==> config.mk <==
export PLATFORM = sky130hd
export DESIGN_NAME = cdt_gen
export DESIGN_NICKNAME = d
export VERILOG_FILES = /design/src/rtl/cdt_pkg.sv /design/src/rtl/cdt_dly_norm.sv /design/src/rtl/cdt_fsm.sv /design/src/rtl/cdt_gen.sv
export SDC_FILE = /design/constraint.sdc
export NUM_CORES = 1
export LEC_CHECK = 0
export CAP_MARGIN = 30
export CORE_MARGIN = 2
export CORE_UTILIZATION = 53
export DETAILED_ROUTE_END_ITERATION = 7
export MAX_ROUTING_LAYER = met4
export PLACE_DENSITY = 0.8
export SLEW_MARGIN = 5
export SYNTH_ARGS = -nofsm -noshare
export SYNTH_HDL_FRONTEND = slang
export SYNTH_SLANG_ARGS = --single-unit
==> constraint.sdc <==
create_clock -name clk_i -period 2.7 [get_ports clk_i]
set_input_delay 0.54 -clock clk_i [delete_from_list [all_inputs] [get_ports clk_i]]
set_output_delay 0.54 -clock clk_i [all_outputs]
set_load 0.05 [all_outputs]
==> src/rtl/cdt_pkg.sv <==
package cdt_pkg;
  typedef enum logic [2:0] {
    ST_IDLE,  // both off
    ST_MAIN,  // main on
    ST_DT2,   // gap main-off -> aux-on
    ST_AUX,   // aux on
    ST_DT1,   // gap aux-off -> main-on
    ST_FOFF   // fault-mode aux off window
  } cdt_state_e;
endpackage

==> src/rtl/cdt_dly_norm.sv <==
module cdt_dly_norm #(
  parameter int DW = 8,
  parameter int CW = 9
) (
  input  logic [DW-1:0] d1_i,
  input  logic [DW-1:0] d2_i,
  output logic [CW-1:0] ld_d1_o,
  output logic [CW-1:0] ld_d2_o,
  output logic [CW-1:0] ld_sum_o
);
  localparam int PADW = CW - DW;

  logic [CW-1:0] e1, e2;

  // zero coerced to one cycle
  assign e1 = (d1_i == '0) ? CW'(1) : {{PADW{1'b0}}, d1_i};
  assign e2 = (d2_i == '0) ? CW'(1) : {{PADW{1'b0}}, d2_i};

  assign ld_d1_o  = e1 - CW'(1);
  assign ld_d2_o  = e2 - CW'(1);
  assign ld_sum_o = e1 + e2 - CW'(1);
endmodule

==> src/rtl/cdt_fsm.sv <==
module cdt_fsm
  import cdt_pkg::*;
#(
  parameter int CW      = 9,
  parameter int AUX_MAX = 1000
) (
  input  logic          clk_i,
  input  logic          rst_ni,
  input  logic          pwm_i,
  input  logic          run_i,
  input  logic          fault_i,
  input  logic [CW-1:0] ld_d1_i,
  input  logic [CW-1:0] ld_d2_i,
  input  logic [CW-1:0] ld_sum_i,
  output logic          main_on_o,
  output logic          aux_on_o
);
  localparam logic [CW-1:0] LD_AUX = CW'(AUX_MAX - 1);

  cdt_state_e    st_q, st_d;
  logic [CW-1:0] cnt_q, cnt_d;
  logic          pwm_q;
  logic          rise, cnt_zero, req;

  assign rise     = pwm_i & ~pwm_q;
  assign cnt_zero = (cnt_q == '0);
  assign req      = pwm_i & ~fault_i;

  always_comb begin
    st_d  = st_q;
    cnt_d = cnt_zero ? cnt_q : cnt_q - CW'(1);
    if (!run_i) begin
      st_d = ST_IDLE;
    end else begin
      unique case (st_q)
        ST_IDLE: begin
          if (fault_i && rise) begin
            st_d = ST_FOFF; cnt_d = ld_sum_i;
          end else if (req) begin
            st_d = ST_MAIN;
          end
        end
        ST_MAIN: begin
          if (!req) begin
            st_d = ST_DT2; cnt_d = ld_d2_i;
          end
        end
        ST_DT2: begin
          if (cnt_zero) begin
            if (req) begin
              st_d = ST_DT1; cnt_d = ld_d1_i;
            end else begin
              st_d = ST_AUX; cnt_d = LD_AUX;
            end
          end
        end
        ST_AUX: begin
          if (fault_i && rise) begin
            st_d = ST_FOFF; cnt_d = ld_sum_i;
          end else if (req) begin
            st_d = ST_DT1; cnt_d = ld_d1_i;
          end else if (cnt_zero) begin
            st_d = ST_IDLE;  // zero duty
          end
        end
        ST_DT1: begin
          if (cnt_zero) begin
            if (req) begin
              st_d = ST_MAIN;
            end else begin
              st_d = ST_AUX; cnt_d = LD_AUX;
            end
          end
        end
        ST_FOFF: begin
          if (cnt_zero) begin
            st_d = ST_AUX; cnt_d = LD_AUX;
          end
        end
        default: st_d = ST_IDLE;
      endcase
    end
  end

  always_ff @(posedge clk_i or negedge rst_ni) begin
    if (!rst_ni) begin
      st_q  <= ST_IDLE;
      cnt_q <= '0;
      pwm_q <= 1'b0;
    end else begin
      st_q  <= st_d;
      cnt_q <= cnt_d;
      pwm_q <= pwm_i;
    end
  end

  assign main_on_o = (st_q == ST_MAIN);
  assign aux_on_o  = (st_q == ST_AUX);


  main_gap_chk: assert property (@(posedge clk_i) disable iff (!rst_ni)
    $rose(main_on_o) |-> $past(!aux_on_o));

  aux_gap_chk: assert property (@(posedge clk_i) disable iff (!rst_ni)
    $rose(aux_on_o) |-> $past(!main_on_o));

  fault_main_off_chk: assert property (@(posedge clk_i) disable iff (!rst_ni)
    fault_i |=> !main_on_o);

  halt_chk: assert property (@(posedge clk_i) disable iff (!rst_ni)
    !run_i |=> (!main_on_o && !aux_on_o));

  idle_restart_chk: assert property (@(posedge clk_i) disable iff (!rst_ni)
    (st_q == ST_IDLE && run_i && !fault_i && pwm_i) |=> main_on_o);
endmodule

==> src/rtl/cdt_gen.sv <==
module cdt_gen #(
  parameter int DW      = 8,
  parameter int AUX_MAX = 1000
) (
  input  logic          clk_i,
  input  logic          rst_ni,
  input  logic          pwm_i,
  input  logic          run_i,
  input  logic          fault_i,
  input  logic [DW-1:0] dly_on_i,
  input  logic [DW-1:0] dly_aux_i,
  input  logic          aux_inv_i,
  output logic          main_o,
  output logic          aux_o
);
  localparam int AW = $clog2(AUX_MAX + 1);
  localparam int CW = (AW > DW + 1) ? AW : DW + 1;

  logic [CW-1:0] ld_d1, ld_d2, ld_sum;
  logic          main_on, aux_on;

  cdt_dly_norm #(.DW(DW), .CW(CW)) u_dly (
    .d1_i    (dly_on_i),
    .d2_i    (dly_aux_i),
    .ld_d1_o (ld_d1),
    .ld_d2_o (ld_d2),
    .ld_sum_o(ld_sum)
  );

  cdt_fsm #(.CW(CW), .AUX_MAX(AUX_MAX)) u_fsm (
    .clk_i    (clk_i),
    .rst_ni   (rst_ni),
    .pwm_i    (pwm_i),
    .run_i    (run_i),
    .fault_i  (fault_i),
    .ld_d1_i  (ld_d1),
    .ld_d2_i  (ld_d2),
    .ld_sum_i (ld_sum),
    .main_on_o(main_on),
    .aux_on_o (aux_on)
  );

  assign main_o = main_on;
  // inverted strap gives active-high aux
  assign aux_o  = aux_inv_i ? aux_on : ~aux_on;
endmodule

; ---- Word level (Yosys, flattened, before mapping)
; Index checks and enable logic that the tools add are counted.
[totals]
ff_bits = 14
latch_bits = 0
ram_bits = 0
mem_bits_ro = 0
inputBits = 22
out_inout_bits = 2
memories = 0
[op_classes]
add_sub_neg = 5
multipliers = 0
div = 0
order_cmp = 0
eq_ne = 11
n_shift = 0
mux = 28
n_bitwise = 5
n_reduce_logical = 6
[op_table]
columns = cell, n
row1 = 10-bit 2-to-1 mux, 11
row2 = 10-bit case mux with 6 select lines, 1
row3 = 10-bit by 1-bit subtractor with 10-bit output (second input constant), 4
row4 = 3-bit 2-to-1 mux, 11
row5 = 3-bit case mux with 6 select lines, 1
row6 = 8-bit zero test, 2
row7 = 8-bit 2-to-1 mux, 2
row8 = 10-bit adder, 1
row9 = 10-bit zero test, 1
row10 = 3-bit by 2-bit inequality test with 1-bit output (second input constant), 3
row11 = 3-bit by 2-bit == test with 1-bit output (second input constant), 2
row12 = 3-bit == test (second input constant), 2
row13 = 6-bit AND reduction, 1
row14 = 5-bit by 2-bit inequality test with 1-bit output (second input constant), 1
row15 = 4-bit by 2-bit inequality test with 1-bit output (second input constant), 1
row16 = 3-bit by 1-bit == test with 1-bit output (second input constant), 1
row17 = 3-bit zero test, 1
row18 = 3-bit inequality test (second input constant), 1
row19 = 1-bit NOT, 3
row20 = 1-bit bitwise AND, 2
row21 = 2-bit 2-to-1 mux, 1
row22 = 1-bit logical AND, 1
row23 = 1-bit 2-to-1 mux, 1

; ---- Logic depth before layout (Yosys ltp)
[logic_depth]
word_depth = 7
ltp_mapped = 14

; ---- Cells and area by module
; From an unflattened synthesis, not the netlist that was laid out.
[unflattened]
cells_unflattened = 385
area_unflattened_um2 = 2702.6
[modules_own_cells]
columns = mod, instances, cells_per_inst, area_per_inst_um2
row1 = cdt_fsm, 1, 271, 1926.8
row2 = cdt_dly_norm, 1, 113, 767.0
row3 = cdt_gen, 1, 1, 8.8

; ---- Worst setup path after synthesis
; Ideal clock, no wire load.
[synth_timing]
path_type = input to register
start = input dly_on_i[5]
end = register u_fsm.cnt_q[7]
arrival_ps = 2794
slack_ps = -173
path_stages = 12
path_buffers = 0
cell_sequence = nor4_1 a41oi_1 ha_1 inv_1 ha_1 fa_1 a211oi_1 o211a_1 a211oi_1 o21ai_0 a32oi_1 a2bb2oi_1
[synth_between]
elab_chain_cells = 7
elab_cells_between_ends = 12
cone_classes = 3 x add/sub / 8 x mux / 1 x reduce/logical
[synth_rtl]
columns = element, line_no
row1 = "start, declared", cdt_gen.sv:10  ; input logic [DW-1:0] dly_on_i,
row2 = 8-bit zero test, cdt_dly_norm.sv:16  ; assign e1 = (d1_i == '0) ? CW'(1) : {{PADW{1'b0}}, d1_i};
row3 = 8-bit 2-to-1 mux *, cdt_dly_norm.sv:16
row4 = 10-bit adder or 10-bit by 1-bit subtractor with 10-bit output (tied branches), "cdt_dly_norm.sv:21, cdt_dly_norm.sv:19"
row5 = 10-bit by 1-bit subtractor with 10-bit output (tied with other cells), cdt_dly_norm.sv:21  ; assign ld_sum_o = e1 + e2 - CW'(1);
row6 = "10-bit 2-to-1 mux, on equally long branches", "cdt_fsm.sv:58, cdt_fsm.sv:37, cdt_fsm.sv:49"
row7 = 10-bit case mux with 6 select lines *, cdt_fsm.sv:35  ; unique case (st_q)
row8 = 10-bit 2-to-1 mux *, cdt_fsm.sv:32  ; if (!run_i) begin
row9 = named net u_fsm.cnt_d[7], cdt_fsm.sv:21  ; logic [CW-1:0] cnt_q, cnt_d;
row10 = "end signal, assigned", cdt_fsm.sv:92  ; cnt_q <= cnt_d;
row11 = "end, declared", cdt_fsm.sv:21
; The timed path passes the listed nets; every way through them passes the cells marked *.
; A chain may end at the register's enable or synchronous reset.

; ---- Worst setup path after layout
[layout_timing]
start = input dly_on_i[4]
end = register u_fsm.cnt_q[7]
; The elaborated chain is that of the path after synthesis.

==> results by group <==
Floorplan
  • Number of cell rows: 25
  • Height of the chip: 73.13 µm
  • DIE WIDTH: 73.13 µm
  • Area of the core region: 4661 µm²
  • Initial standard-cell utilization of the core: 0.5434
  • Number of placed I/O pins: 24
  • Die Footprint: 5347 µm²

Global route
  • Vias in the first global route: 3036
  • Initial antenna violation count: 0
  • Global Route Usage Sum: 0.3635
  • First-pass GRT wire length: 14.65 mm
  • Largest net degree at the start of global routing: 25
  • Leftover overflow at the end of global routing: 0
  • Met3 GRT Util: 0.04558
  • Grt peak-use layer: met2
  • Met1 demand-to-capacity share in global routing: 0.4570
  • Met2 layer usage reported by global route: 0.5836

Detailed routing
  • Per-cell via count in the routed design: 6.643
  • Initial DRT Pass Iterations: 6
  • Routed length per instance: 19.39 µm
  • DRT antenna net count: 0
  • Total detailed-routing wirelength: 9.713 mm
  • Drt initial violations: 491
  • DRC violations left: 0
  • Vias: 3328

Clocking
  • CTS clk-pin slew, worst paths: 0.07 ns
  • Number of buffers added by the clock tree synthesis step: 3
  • # hold bufs at CTS: 0
  • Level count of the clock H-tree: 1
  • Clock tree from TritonCTS: yes
  • Clk root buf: clkbuf_8
  • Clock Latency Late Sink: 0.26 ns
  • Maximum buffer depth of the clock tree: 2
  • CTS Sinks: 14

Worst setup path
  • Type of destination of the critical path: flop
  • Worst endpoint data arrival time: 3.06 ns
  • Peak fanout along the critical path: 2
  • Setup slack of the most critical reg-to-reg path: 0.13 ns
  • Critical path type: in2reg
  • Required time at the worst-slack endpoint: 2.86 ns
  • Setup crit start kind: input port

Power
  • Total Power Consumption: 2.300 mW
  • Reported leakage power: 1.549 nW
  • Cell Pwr Density: 660.3 nW/µm²
  • Maximum ir drop on the vdd rail: 0.3652 mV

Timing
  • Clock skew: 0.009056 ns
  • Hold Worst Slack: 0.7088 ns
  • Upper clock frequency limit: 345.4 MHz
  • Total negative slack: -0.3597 ns
  • Final max-slew violation count: 0
  • Share of the clock period used by the worst path after layout: 1.072
  • Final Hold Violating Endpoints: 0
  • Setup repair after global routing missed its margin: true
  • Number of setup violations in the final report: 2
  • Slack of the critical path: -0.1953 ns
  • Max-Slew Margin vs Limit: 0.5200
  • Minimum clock period after layout: 2.895 ns
  • Slew at the pin closest to its max-slew limit: 0.7178 ns

Finish
  • Fin nets: 491
  • Area of the multi-input gates: 2147 µm²
  • Total inserted antenna cells: 0
  • Share of cells above drive strength 1: 0.2864
  • Area grow syn2layout: 37.55%
  • Non-filler instance count after layout: 501
  • Register Area: 350.3 µm²
  • Number of filler instances in the final layout: 331

Logic synthesis
  • Gate Count Post-Synth: 367
  • Post-Syn Nets: 409
  • Number of warning messages in the yosys log: 0
  • Yosys cell types: 66
  • Number of synthesized flops with an enable pin: 0
  • Post-synth top flop: dfrtp_1
  • Synthesized area: 2532 µm²
  • Mapped Avg Cell Area: 6.900 µm²
  • Share of async-settable or async-resettable flops after synthesis: 1.000
  • Sequential-to-total area share from yosys stat: 0.1383
  • Register bit total from synthesis: 14

Placement
  • Number of port buffers: 23
  • Setup Slack @ Placement: -0.7636 ns
  • Weighted congestion at the end of routability-driven global placement: 0.9746
  • Hpwl dp: 6.831 mm
  • Total placed cells including tap cells: 485

Min path
  • Worst hold-check path type: in2async

Job
  • Number of max-cap violations: 0

Status
  • Violations in the final reports: setup timing
  • Outcome: complete, but fails checks
-- metal layers --
metal,share of wire,vias up
met5,0,-
met2,0.47,243
met4,0.043,0
met3,0.10,60
met1,0.38,1504
li1,-,1521
-- logic make-up (layout without fill, tap and decap cells) --
kind of cell	count (synthesis)	in the layout	share of synthesized area
AOI/OAI and AO/OA	134	134	0.3508
muxes	6	6	0.02421
buffers and inverters	52	132	0.08053
DFF	14	14	0.1383
xor gates and xnor gates	11	11	0.03804
adders and majority gates	20	20	0.1018
and+or+nand+nor	130	130	0.2663
-- critical path: stages --
cell and delay (ns):
buf_6 0.10, nor4_4 0.33, a41oi_2 0.18, ha_2 0.23, inv_2 0.06, ha_4 0.12, fa_2 0.23, a211oi_4 0.08
buf_4 0.15, o211a_1 0.21, a211oi_2 0.28, o21ai_1 0.15, a32oi_1 0.20, a2bb2oi_1 0.20
-- cells in the final DEF (no fill, tap or decap), types with 7 or more instances in the layout --
master,synthesis,final
buf_4,0,71
nor2_1,37,36
o21ai_0,32,29
inv_1,33,28
a21oi_1,28,27
nand2_1,21,21
nor3_1,17,15
ha_1,19,15
dfrtp_1,14,14
a31oi_1,9,9
buf_6,1,9
nor2b_1,8,8
nand3_1,7,7
xnor2_1,7,7
a211oi_1,10,7
clkbuf_2,0,7
-- cell usage after synthesis, types with 5 or more instances --
cell type	count	area, µm²
o21ai_0	32	160.2
nor3_1	17	85.08
a211oi_1	10	75.07
ha_1	19	237.7
or3_1	5	31.28
a31oi_1	9	56.30
clkbuf_1	15	56.30
nand3_1	7	35.03
nand2_1	21	78.83
xnor2_1	7	61.31
nor2b_1	8	50.05
a21oi_1	28	140.1
o22ai_1	5	31.28
inv_1	33	123.9
nor2_1	37	138.9
nand2b_1	6	37.54
dfrtp_1	14	350.3
mux2i_1	5	50.05
-- registers in the layout, summed over array words and instances, names as in the netlist --
name,cells
u_fsm.st_q,3
u_fsm.pwm_q,1
u_fsm.cnt_q,10
-- power breakdown --
part	total (mW)	switching [mW]	internal (mW)
registers	0.441	0.152	0.289
logic	1.67	0.940	0.734
clock network	0.185	0.0859	0.0992
total	2.30	1.18	1.12
-- path summary, 6_finish.rpt --
kind / startpoint / endpoint / cells past startpoint
min reg2reg: u_fsm.cnt_q[1]$_DFF_PN0_ / u_fsm.cnt_q[1]$_DFF_PN0_ / 2
max: dly_on_i[4] / u_fsm.cnt_q[7]$_DFF_PN0_ / 14
max reg2reg: u_fsm.cnt_q[1]$_DFF_PN0_ / u_fsm.cnt_q[2]$_DFF_PN0_ / 10
min: rst_ni / u_fsm.cnt_q[0]$_DFF_PN0_ / 1
min in group clk_i: u_fsm.cnt_q[1]$_DFF_PN0_ / u_fsm.cnt_q[1]$_DFF_PN0_ / 2
max in group asynchronous: rst_ni / u_fsm.cnt_q[9]$_DFF_PN0_ / 1
-- metrics by stage --
| stage | cell area, µm² | utilization |
|---|---|---|
| detailed placement | 3271 | 0.7017 |
| global route | 3483 | 0.7474 |
| global placement | 3271 | 0.7017 |
| CTS | 3408 | 0.7313 |
| finish | 3483 | 0.7474 |
| floorplan | 2605 | - |
-- area by class of cell --
cell class,instances,share of cell area
timing repair buffer,95,0.2152
inverter,34,0.03664
multi-input combinational,301,0.6164
sequential,14,0.1006
clock buffer,3,0.01185
tap,54,0.01940
-- repair_timing --
| item | in CTS | in global routing |
|---|---|---|
| resized for setup | 54 | 40 |
| endpoints found under the setup margin | 8 | 10 |
| hold endpoints to repair | 0 | 0 |
| pin swaps | 16 | 20 |
| setup buffers | 7 | 6 |
Power figures use the tool's default switching activity.
